$ cat src/rtl/alu8_pkg.sv
`timescale 1ns/1ps
// Shared definitions for the 8-bit ALU: operation codes and flag bit positions.
// Assumes the status register consumer decodes flags with the indices below.
package alu8_pkg;
    typedef enum logic [3:0] {
        OP_ADD  = 4'd0,
        OP_ADC  = 4'd1,
        OP_SUB  = 4'd2,
        OP_SBC  = 4'd3,
        OP_AND  = 4'd4,
        OP_OR   = 4'd5,
        OP_XOR  = 4'd6,
        OP_COM  = 4'd7,
        OP_NEG  = 4'd8,
        OP_INC  = 4'd9,
        OP_DEC  = 4'd10,
        OP_TST  = 4'd11,
        OP_CLR  = 4'd12,
        OP_SER  = 4'd13,
        OP_RSV0 = 4'd14,
        OP_RSV1 = 4'd15
    } alu_op_e;

    localparam int NFLAGS = 6;
    localparam int FL_C   = 0;
    localparam int FL_Z   = 1;
    localparam int FL_N   = 2;
    localparam int FL_V   = 3;
    localparam int FL_S   = 4;
    localparam int FL_H   = 5;

    typedef logic [NFLAGS-1:0] flag_vec_t;
endpackage

$ cat src/rtl/alu8_addsub.sv
`timescale 1ns/1ps
// Shared adder/subtractor. Subtraction is done as x + ~y + ~borrow; the carry
// and half-carry outputs are converted back to borrow sense when sub is high.
// Assumes W is even so the half-carry boundary sits at W/2.
module alu8_addsub #(
    parameter int W = 8
) (
    input  logic [W-1:0] x,
    input  logic [W-1:0] y,
    input  logic         cin,
    input  logic         sub,
    output logic [W-1:0] sum,
    output logic         c_out,
    output logic         h_out,
    output logic         v_out
);
    localparam int HALF = W / 2;

    logic [W-1:0]  y_eff;
    logic          c_eff;
    logic [HALF:0] low_sum;
    logic [W:0]    full_sum;

    // Invert the second operand and carry-in for subtraction.
    always_comb begin
        y_eff = sub ? ~y : y;
        c_eff = sub ? ~cin : cin;
    end

    // Form the low-nibble and full-width sums.
    always_comb begin
        low_sum  = {1'b0, x[HALF-1:0]} + {1'b0, y_eff[HALF-1:0]} + {{HALF{1'b0}}, c_eff};
        full_sum = {1'b0, x} + {1'b0, y_eff} + {{W{1'b0}}, c_eff};
    end

    // Derive result, carry/borrow, half-carry/borrow and signed overflow.
    always_comb begin
        sum   = full_sum[W-1:0];
        c_out = full_sum[W] ^ sub;
        h_out = low_sum[HALF] ^ sub;
        v_out = (x[W-1] & y_eff[W-1] & ~sum[W-1]) |
                (~x[W-1] & ~y_eff[W-1] & sum[W-1]);
    end
endmodule

$ cat src/rtl/alu8_bitwise.sv
`timescale 1ns/1ps
// Bitwise result path: AND, OR, XOR, one's complement, test, clear and set.
// Assumes the caller ignores its output for arithmetic and unused codes.
module alu8_bitwise #(
    parameter int W = 8
) (
    input  alu8_pkg::alu_op_e op,
    input  logic [W-1:0]      a,
    input  logic [W-1:0]      b,
    output logic [W-1:0]      res
);
    import alu8_pkg::*;

    // Select the bitwise operation for the current code.
    always_comb begin
        unique case (op)
            OP_AND:  res = a & b;
            OP_OR:   res = a | b;
            OP_XOR:  res = a ^ b;
            OP_COM:  res = ~a;
            OP_TST:  res = a & a;
            OP_CLR:  res = a ^ a;
            OP_SER:  res = {W{1'b1}};
            default: res = '0;
        endcase
    end
endmodule

$ cat src/rtl/alu8_flaggen.sv
`timescale 1ns/1ps
// Flag generator: computes all six flag values and the per-operation write
// enables. Assumes result is the final selected result of the ALU.
module alu8_flaggen #(
    parameter int W = 8
) (
    input  alu8_pkg::alu_op_e  op,
    input  logic [W-1:0]       result,
    input  logic               ar_c,
    input  logic               ar_h,
    input  logic               ar_v,
    output alu8_pkg::flag_vec_t flags,
    output alu8_pkg::flag_vec_t flag_we
);
    import alu8_pkg::*;

    logic is_arith;
    logic is_incdec;
    logic is_logic;
    logic is_com;
    logic v_val;

    // Classify the operation into flag-ownership groups.
    always_comb begin
        is_arith  = (op == OP_ADD) || (op == OP_ADC) || (op == OP_SUB) ||
                    (op == OP_SBC) || (op == OP_NEG);
        is_incdec = (op == OP_INC) || (op == OP_DEC);
        is_logic  = (op == OP_AND) || (op == OP_OR) || (op == OP_XOR) ||
                    (op == OP_TST) || (op == OP_CLR);
        is_com    = (op == OP_COM);
    end

    // Compute flag values; overflow is forced low outside add/sub groups.
    always_comb begin
        v_val       = (is_arith || is_incdec) ? ar_v : 1'b0;
        flags       = '0;
        flags[FL_C] = is_com ? 1'b1 : ar_c;
        flags[FL_Z] = (result == '0);
        flags[FL_N] = result[W-1];
        flags[FL_V] = v_val;
        flags[FL_S] = result[W-1] ^ v_val;
        flags[FL_H] = ar_h;
    end

    // Compute which flags this operation is allowed to write.
    always_comb begin
        flag_we       = '0;
        flag_we[FL_Z] = is_arith | is_incdec | is_logic | is_com;
        flag_we[FL_N] = is_arith | is_incdec | is_logic | is_com;
        flag_we[FL_V] = is_arith | is_incdec | is_logic | is_com;
        flag_we[FL_S] = is_arith | is_incdec | is_logic | is_com;
        flag_we[FL_C] = is_arith | is_com;
        flag_we[FL_H] = is_arith;
    end
endmodule

$ cat src/rtl/alu8_core.sv
`timescale 1ns/1ps
// Top of the 8-bit ALU. Purely combinational: steers operands into the shared
// adder, picks the arithmetic or bitwise result and generates flags plus write
// enables. No clock or reset; the core registers outputs as it needs.
module alu8_core #(
    parameter int W = 8
) (
    input  logic [W-1:0]             op_a,
    input  logic [W-1:0]             op_b,
    input  logic [3:0]               op_sel,
    input  logic                     carry_in,
    output logic [W-1:0]             result,
    output logic [alu8_pkg::NFLAGS-1:0] flags,
    output logic [alu8_pkg::NFLAGS-1:0] flag_we
);
    import alu8_pkg::*;

    alu_op_e      op;
    logic [W-1:0] as_x;
    logic [W-1:0] as_y;
    logic         as_cin;
    logic         as_sub;
    logic [W-1:0] as_sum;
    logic         as_c;
    logic         as_h;
    logic         as_v;
    logic [W-1:0] bw_res;
    logic         use_adder;
    flag_vec_t    fl_val;
    flag_vec_t    fl_we;

    // Interpret the operation code.
    always_comb op = alu_op_e'(op_sel);

    // Steer operands and carry into the adder for each arithmetic code.
    always_comb begin
        as_x   = (op == OP_NEG) ? '0 : op_a;
        as_y   = (op == OP_NEG) ? op_a :
                 ((op == OP_INC) || (op == OP_DEC)) ? W'(1) : op_b;
        as_cin = ((op == OP_ADC) || (op == OP_SBC)) ? carry_in : 1'b0;
        as_sub = (op == OP_SUB) || (op == OP_SBC) || (op == OP_NEG) || (op == OP_DEC);
        use_adder = (op == OP_ADD) || (op == OP_ADC) || (op == OP_SUB) ||
                    (op == OP_SBC) || (op == OP_NEG) || (op == OP_INC) ||
                    (op == OP_DEC);
    end

    alu8_addsub #(.W(W)) u_addsub (
        .x     (as_x),
        .y     (as_y),
        .cin   (as_cin),
        .sub   (as_sub),
        .sum   (as_sum),
        .c_out (as_c),
        .h_out (as_h),
        .v_out (as_v)
    );

    alu8_bitwise #(.W(W)) u_bitwise (
        .op  (op),
        .a   (op_a),
        .b   (op_b),
        .res (bw_res)
    );

    // Pick the result path.
    always_comb result = use_adder ? as_sum : bw_res;

    alu8_flaggen #(.W(W)) u_flaggen (
        .op      (op),
        .result  (result),
        .ar_c    (as_c),
        .ar_h    (as_h),
        .ar_v    (as_v),
        .flags   (fl_val),
        .flag_we (fl_we)
    );

    // Drive the flag outputs.
    always_comb begin
        flags   = fl_val;
        flag_we = fl_we;
    end
endmodule

$ cat config.mk
export PLATFORM = sky130hd
export DESIGN_NAME = alu8_core
export DESIGN_NICKNAME = d
export VERILOG_FILES = /design/src/rtl/alu8_pkg.sv /design/src/rtl/alu8_addsub.sv /design/src/rtl/alu8_bitwise.sv /design/src/rtl/alu8_flaggen.sv /design/src/rtl/alu8_core.sv
export SDC_FILE = /design/constraint.sdc
export NUM_CORES = 1
export LEC_CHECK = 0
export BUFFER_PORTS_ARGS = -buffer_cell sky130_fd_sc_hd__buf_4
export CORE_ASPECT_RATIO = 0.5
export CORE_MARGIN = 3
export CORE_UTILIZATION = 57
export DETAILED_ROUTE_END_ITERATION = 7
export GPL_ROUTABILITY_DRIVEN = 0
export PLACE_DENSITY = 0.93
export SYNTH_ARGS = -nofsm -noshare
export SYNTH_HDL_FRONTEND = slang
export SYNTH_SLANG_ARGS = --single-unit
$ cat constraint.sdc
create_clock -name vclk -period 5.74
set_clock_uncertainty 0.15 [all_clocks]
set_input_delay 0.861 -clock vclk [all_inputs]
set_output_delay 0.861 -clock vclk [all_outputs]
set_load 0.05 [all_outputs]
==> flow_summary.ini, run 1 <==
[final_layout]
drive_gt1_share_pct = 19.8
antennaDiodeCount = 0
nClkBuffers = 0
fin_nets = 304
stdcell_area_um2 = 1800
multi_input_area_um2 = 1350
fill_cells = 189
syn_to_final_growth_pct = 15.5
ff_latch_area_um2 = 0
n_sequential_cell = 0
fin_cells = 298

[power_and_ir_drop]
power.density_nw_per_um2 = 161
power_leakage_nw = 0.867
ir_worst_vdd_mv = 0.171

[placed_design]
hpwl_um = 3960
placed_cell_area_um2 = 1800
place_inst = 298
port_buffers = 41

[clock_tree]
ctsHoldBuffers = 0
ctsResizeCount = 0
cts_setup_buffers = 0

[logic_synthesis]
synth_area_um2 = 1560
ys_top_cells_by_area = ha_1 (13%), nor2_1 (8.4%), a21oi_1 (6.7%)
yosysTopAreaCell = ha_1
synth.top_cell.area_share_pct = 12.8
yosysSeqAreaShare_pct = 0
syn_avg_cell_area_um2 = 6.43
postSynthCellCount = 243
syn-num-nets = 282
yosysWarnings = 0
yosysUniqueCellTypes = 51

[die]
die_width_um = 80.0
die_y_um = 43.0
fp.coreArea_um2 = 2400
die_area_um2 = 3440
io-pin-count = 41
start_util_pct = 65.0
num_rows = 12

[detailed_routing]
ant_nets = 0
vias = 2014
drt_iter0_markers = 390
routedWlPerCell_um = 17.3
via_per_inst = 6.76
routed_wirelength_um = 5170
drc = 0
dr.pass1.iters = 5

[sta]
fin_crit_ps = 5480
relSlewSlack_pct = 51.7
rsz0062_at_grt = no
period_share_pct = 95.5
slew_violations = 0
setup_viol = 0
max_clock_freq_mhz = 182
fin_setup_tns_ps = 0
hold_viol_final = 0
max_slew.worst_pin.slew_ps = 722
whs_ps = 2030

[worst_setup_path]
worstSetupPathType = input pin to output pin
arrival_ps = 4470
cp.required_ps = 4730
cp_cell_sequence = buf_4, nor2b_1, nor2_1, a211oi_1, a221oi_1, fa_1, inv_1, fa_1, nand2b_1, a21oi_1, o211a_1, a2111oi_1, o21ai_2, nor4b_2, buf_4
setup.worst_path.end_class = output pin
start_kind = input pin
slowest_delay_ps = 600
worst_path_max_delay_cell = nor2b_1
cp_top_family = compound AO/OA/AOI/OAI gates
crit_path_max_fanout = 29
path_buf_inv = 3

[global_routing]
grt-ovfl-total = 0
grt_pass1_wl_um = 7930
antenna_found_initial = 0
track_usage_pct = 28.4
grt_max_degree = 33
grt_pass1_vias = 1640

[min_path]
hp-class = input pin to output pin

[flow_run]
drv_cap = 0

[run_status]
status = completed
per-stage QoR:
| step | power (mW) | utilization (%) | worst slack (ps) |
|---|---|---|---|
| 4_1_cts | 0.285 | 75.1 | 313 |
| 6_report | 0.290 | 75.1 | 257 |
| 2_1_floorplan | 0.216 | - | 6.08 |
| 3_5_place_dp | 0.284 | 75.1 | 342 |
| 5_1_grt | 0.308 | 75.1 | 20.8 |
| 3_3_place_gp | 0.276 | 75.1 | 437 |
report_power, final:
group / switching [mW] / internal [mW] / total, mW / leakage [nW]
sequential: 0 / 0 / 0 / 0
clock: 0 / 0 / 0 / 0
combinational: 0.190 / 0.0996 / 0.290 / 0.867
total: 0.190 / 0.0996 / 0.290 / 0.867
cell type report:
| type | count | area share [%] |
|---|---|---|
| Inverter | 26 | 5.41 |
| Multi-Input combinational cell | 195 | 74.7 |
| Tap cell | 35 | 2.43 |
| Timing Repair Buffer | 42 | 17.5 |
layout by cell type (no fill, tap or decap), drive strengths merged, types with 3 or more instances in the layout:
cell type	netlist	final
nor2b	3	3
a31oi	3	3
ha	16	16
a22oi	3	3
nor4b	3	3
nor2	35	35
a21oi	21	21
a221oi	6	6
a211oi	5	5
o32ai	4	4
nand3b	3	3
mux2i	5	5
nand2b	6	6
nand2	18	18
buf	18	42
inv	26	26
nand3	3	3
o21ai	21	21
logic make-up after synthesis:
| logic type | after synthesis | synth area share [%] |
|---|---|---|
| compound gates | 91 | 40.2 |
| buf+inv | 48 | 14.6 |
| xor+xnor | 4 | 2.24 |
| simple gates | 77 | 24.4 |
| fa+ha+maj | 18 | 15.4 |
| mux | 5 | 3.21 |
path summary, 6_finish.rpt:
path,cells after the start,start,slack (ps),to
setup / recovery,15,op_sel[1],260,flags[1]
hold / removal,4,op_a[6],2030,result[6]
worst min-delay path, cell delays in order:
cell and delay, ps:
buf_4 90, a211oi_1 90, o21ai_2 80, buf_4 200
synthesized netlist by cell type (4+ instances only):
library cell  number
o32ai_1            4
a221oi_1           6
clkbuf_1           4
nand2_1           18
nand2b_1           6
o21ai_0           20
buf_4              9
a21oi_1           21
buf_2              5
a211oi_1           5
ha_1              16
inv_1             25
mux2i_1            5
nor2_1            35
metal layers:
| metal | track usage (%) | wire length (um) | vias to the layer above |
|---|---|---|---|
| met1 | 40.3 | 2020 | 904 |
| met5 | 0 | 0 | - |
| met3 | 6.57 | 813 | 20 |
| li1 | - | - | 921 |
| met2 | 44.9 | 2230 | 169 |
| met4 | 2.69 | 95 | 0 |
(Power assumes the default switching activity.)
==> run 2, diff against run 1 <==
BUFFER_PORTS_ARGS = default   (was -buffer_cell sky130_fd_sc_hd__buf_4)
CORE_UTILIZATION = 60   (was 57)
DONT_BUFFER_PORTS = 1   (was default)
PLACE_DENSITY = 0.84   (was 0.93)
==> flow_summary.ini, run 2 (synthesis results as in run 1) <==
[run_status]
status = completed

[final_layout]
post-route-util_pct = 67.3
drive_gt1_share_pct = 9.48
ff_latch_area_um2 = 0
layout_commonest_cell = nor2_1
fill_cells = 196
stdcell_area_um2 = 1580
fin_cells = 267
syn_to_final_growth_pct = 0.881
fin_nets = 273
nClkBuffers = 0
n_sequential_cell = 0
mostFrequentLayoutCells = nor2_1 (35), inv_1 (25), a21oi_1 (21)
antennaDiodeCount = 0

[placed_design]
port_buffers = 0
place_inst = 267
hpwl_um = 3460
placed_cell_area_um2 = 1580
dpl_worst_slack_ps = 533

[clock_tree]
cts_setup_buffers = 0
ctsResizeCount = 0
ctsHoldBuffers = 0

[die]
fp.coreArea_um2 = 2340
start_util_pct = 66.7
io-pin-count = 41
die_y_um = 42.1
die_width_um = 78.1
num_rows = 12
die_area_um2 = 3290

[detailed_routing]
drc = 0
via_per_inst = 6.54
dr.pass1.iters = 5
vias = 1745
ant_nets = 0
routed_wirelength_um = 4370
routedWlPerCell_um = 16.4
drt_iter0_markers = 239

[worst_setup_path]
cp.required_ps = 4730
slowest_delay_ps = 450
worstSetupPathType = input pin to output pin
crit_path_max_fanout = 29
cpMostUsedCell = fa_1
cp_top_family = compound AO/OA/AOI/OAI gates
worst_path_max_delay_cell = fa_1
arrival_ps = 4240
cp_cell_sequence = nor2b_1, nor2_1, a211oi_1, a221oi_1, fa_1, inv_1, fa_1, nand2b_1, a21oi_1, o211a_1, a2111oi_1, o21ai_2, nor4b_2, buf_4
setup.worst_path.end_class = output pin
path_buf_inv = 2
start_kind = input pin

[global_routing]
track_usage_pct = 24.7
grt_max_degree = 33
grt_pass1_wl_um = 6780
grt_pass1_vias = 1385
antenna_found_initial = 0
grt-ovfl-total = 0

[sta]
hold_viol_final = 0
rsz0062_at_grt = no
slew_violations = 0
fin_setup_tns_ps = 0
max_slew.worst_pin.slew_ps = 1140
whs_ps = 1760
fin_crit_ps = 5250
layout_setup_ws_ps = 487
relSlewSlack_pct = 24.0
setup_viol = 0
period_share_pct = 91.5
max_clock_freq_mhz = 190

[power_and_ir_drop]
power.density_nw_per_um2 = 156
p_comb_share_pct = 100.0
p_int_mw = 0.0809
power_switching_mw = 0.165
p_seq_share_pct = 0
ir_worst_vdd_mv = 0.165
clock_power_share_pct = 0
power_mw = 0.246
switching_share_pct = 67.1
power_leakage_nw = 0.721

[flow_run]
drv_cap = 0

[min_path]
hp-class = input pin to output pin
-- run 2: cell types whose count changed in the layout (fill, tap and decap cells not counted) --
cell     change
nand3_1      -1
o21ai_1      +1
nand3_2      +1
buf_4       -31
o21ai_0      -1
-- run 2: area by class of cell --
type               count  area, um^2  area share, %
multi-input cells    195        1350           85.8
well taps             35        43.8           2.78
repair buffers        11        82.6           5.24
inverters             26        97.6           6.20
-- run 2: metal layers --
layer	GRT usage, %	vias up	part of all wire (%)
met2	34.4	93	41
met1	37.6	797	46
met3	7.73	0	13
met4	2.09	0	0
met5	0	-	0
li1	-	855	-
-- run 2: final timing paths --
check	cells after the start	from	to
worst max-delay path	14	op_sel[1]	flags[1]
worst min-delay path	1	op_sel[2]	flag_we[5]
-- run 2: power groups by stage --
stage	clock network, mW	logic [mW]	registers (mW)
floorplan	0	0.216	0
global placement	0	0.239	0
detailed placement	0	0.243	0
CTS	0	0.244	0
global route	0	0.263	0
finish	0	0.246	0
==> run 3, diff against run 2 <==
RECOVER_POWER = 50   (was default)
==> flow_summary.ini, run 3 (synthesis results as in run 1) <==
[run_status]
status = finished, violations left
violations = capacitance limit, slew limit

[final_layout]
fin_cells = 267
nClkBuffers = 0
ff_latch_area_um2 = 0
layout_commonest_cell = nor2_1
fin_nets = 273
drive_gt1_share_pct = 6.90
post-route-util_pct = 66.6
mostFrequentLayoutCells = nor2_1 (35), inv_1 (26), a21oi_1 (21)
fill_cells = 202
antennaDiodeCount = 0
n_sequential_cell = 0
syn_to_final_growth_pct = -0.160

[global_routing]
track_usage_pct = 24.7
grt_pass1_vias = 1385
antenna_found_initial = 0
grt-ovfl-total = 0
grt_pass1_wl_um = 6780
grt_max_degree = 33

[die]
die_area_um2 = 3290
die_y_um = 42.1
die_width_um = 78.1
start_util_pct = 66.7
fp.coreArea_um2 = 2340
io-pin-count = 41
num_rows = 12

[worst_setup_path]
crit_path_max_fanout = 29
start_kind = input pin
arrival_ps = 4300
cp.required_ps = 4730
worstSetupPathType = input pin to output pin
setup.worst_path.end_class = output pin

[min_path]
hp-class = input pin to output pin

[placed_design]
port_buffers = 0
hpwl_um = 3460
place_inst = 267

[power_and_ir_drop]
p_comb_share_pct = 100.0
power_switching_mw = 0.165
p_seq_share_pct = 0
switching_share_pct = 68.3
clock_power_share_pct = 0
ir_worst_vdd_mv = 0.161
p_int_mw = 0.0766
power.density_nw_per_um2 = 155
power_leakage_nw = 0.708

[sta]
fin_setup_tns_ps = 0
hold_viol_final = 0
slew_violations = 1
fin_crit_ps = 5310
rsz0062_at_grt = no
max_clock_freq_mhz = 188
period_share_pct = 92.5
max_slew.worst_pin.slew_ps = 2020
setup_viol = 0
relSlewSlack_pct = -35.1

[detailed_routing]
vias = 1766
via_per_inst = 6.61
routedWlPerCell_um = 16.5
dr.pass1.iters = 5
routed_wirelength_um = 4420
ant_nets = 0
drt_iter0_markers = 255
drc = 0

[clock_tree]
ctsResizeCount = 0
ctsHoldBuffers = 0
cts_setup_buffers = 0

[flow_run]
drv_cap = 1
==> run 3: layout make-up <==
class | count | area (um^2) | share of cell area (%)
inverter | 26 | 97.6 | 6.26
tap | 35 | 43.8 | 2.81
timing repair buffer | 11 | 71.3 | 4.57
multi-input combinational | 195 | 1350 | 86.4
==> run 3: critical path, cell delays in order <==
cell and delay, ps:
nor2b_1 440, nor2_1 90, a211oi_1 280, a221oi_1 110, fa_1 450, inv_1 80, fa_1 200, nand2b_1 140
a21oi_1 140, o211a_1 230, a2111oi_1 430, o21ai_2 310, nor4b_2 310, buf_4 240
==> run 3: worst paths after layout <==
path,start,endpoint,slack [ps],cells after the start
worst min-delay path,op_sel[2],flag_we[5],1760,1
worst max-delay path,op_sel[1],flags[1],430,14
==> run 3: metrics by stage <==
stage                     power [mW]  hold slack, ps  setup WS (ps)  area [um^2]
after floorplan                0.216            1860           6.08         1580
after global placement         0.239            1770            688         1580
after detailed placement       0.243            1760            533         1580
after CTS                      0.244            1760            524         1580
after global routing           0.258            1770            283         1560
final                          0.242            1760            432         1560
==> run 3: layer usage <==
| metal | global-route usage [%] | wire, um |
|---|---|---|
| met5 | 0 | 0 |
| met4 | 2.09 | 15 |
| met3 | 7.73 | 660 |
| met2 | 34.4 | 1780 |
| met1 | 37.6 | 1970 |
==> run 3: power groups by stage <==
stage          Sequential [mW]  Clock, mW  Combinational (mW)
5_1_grt                      0          0               0.258
3_3_place_gp                 0          0               0.239
2_1_floorplan                0          0               0.216
4_1_cts                      0          0               0.244
6_report                     0          0               0.242
3_5_place_dp                 0          0               0.243
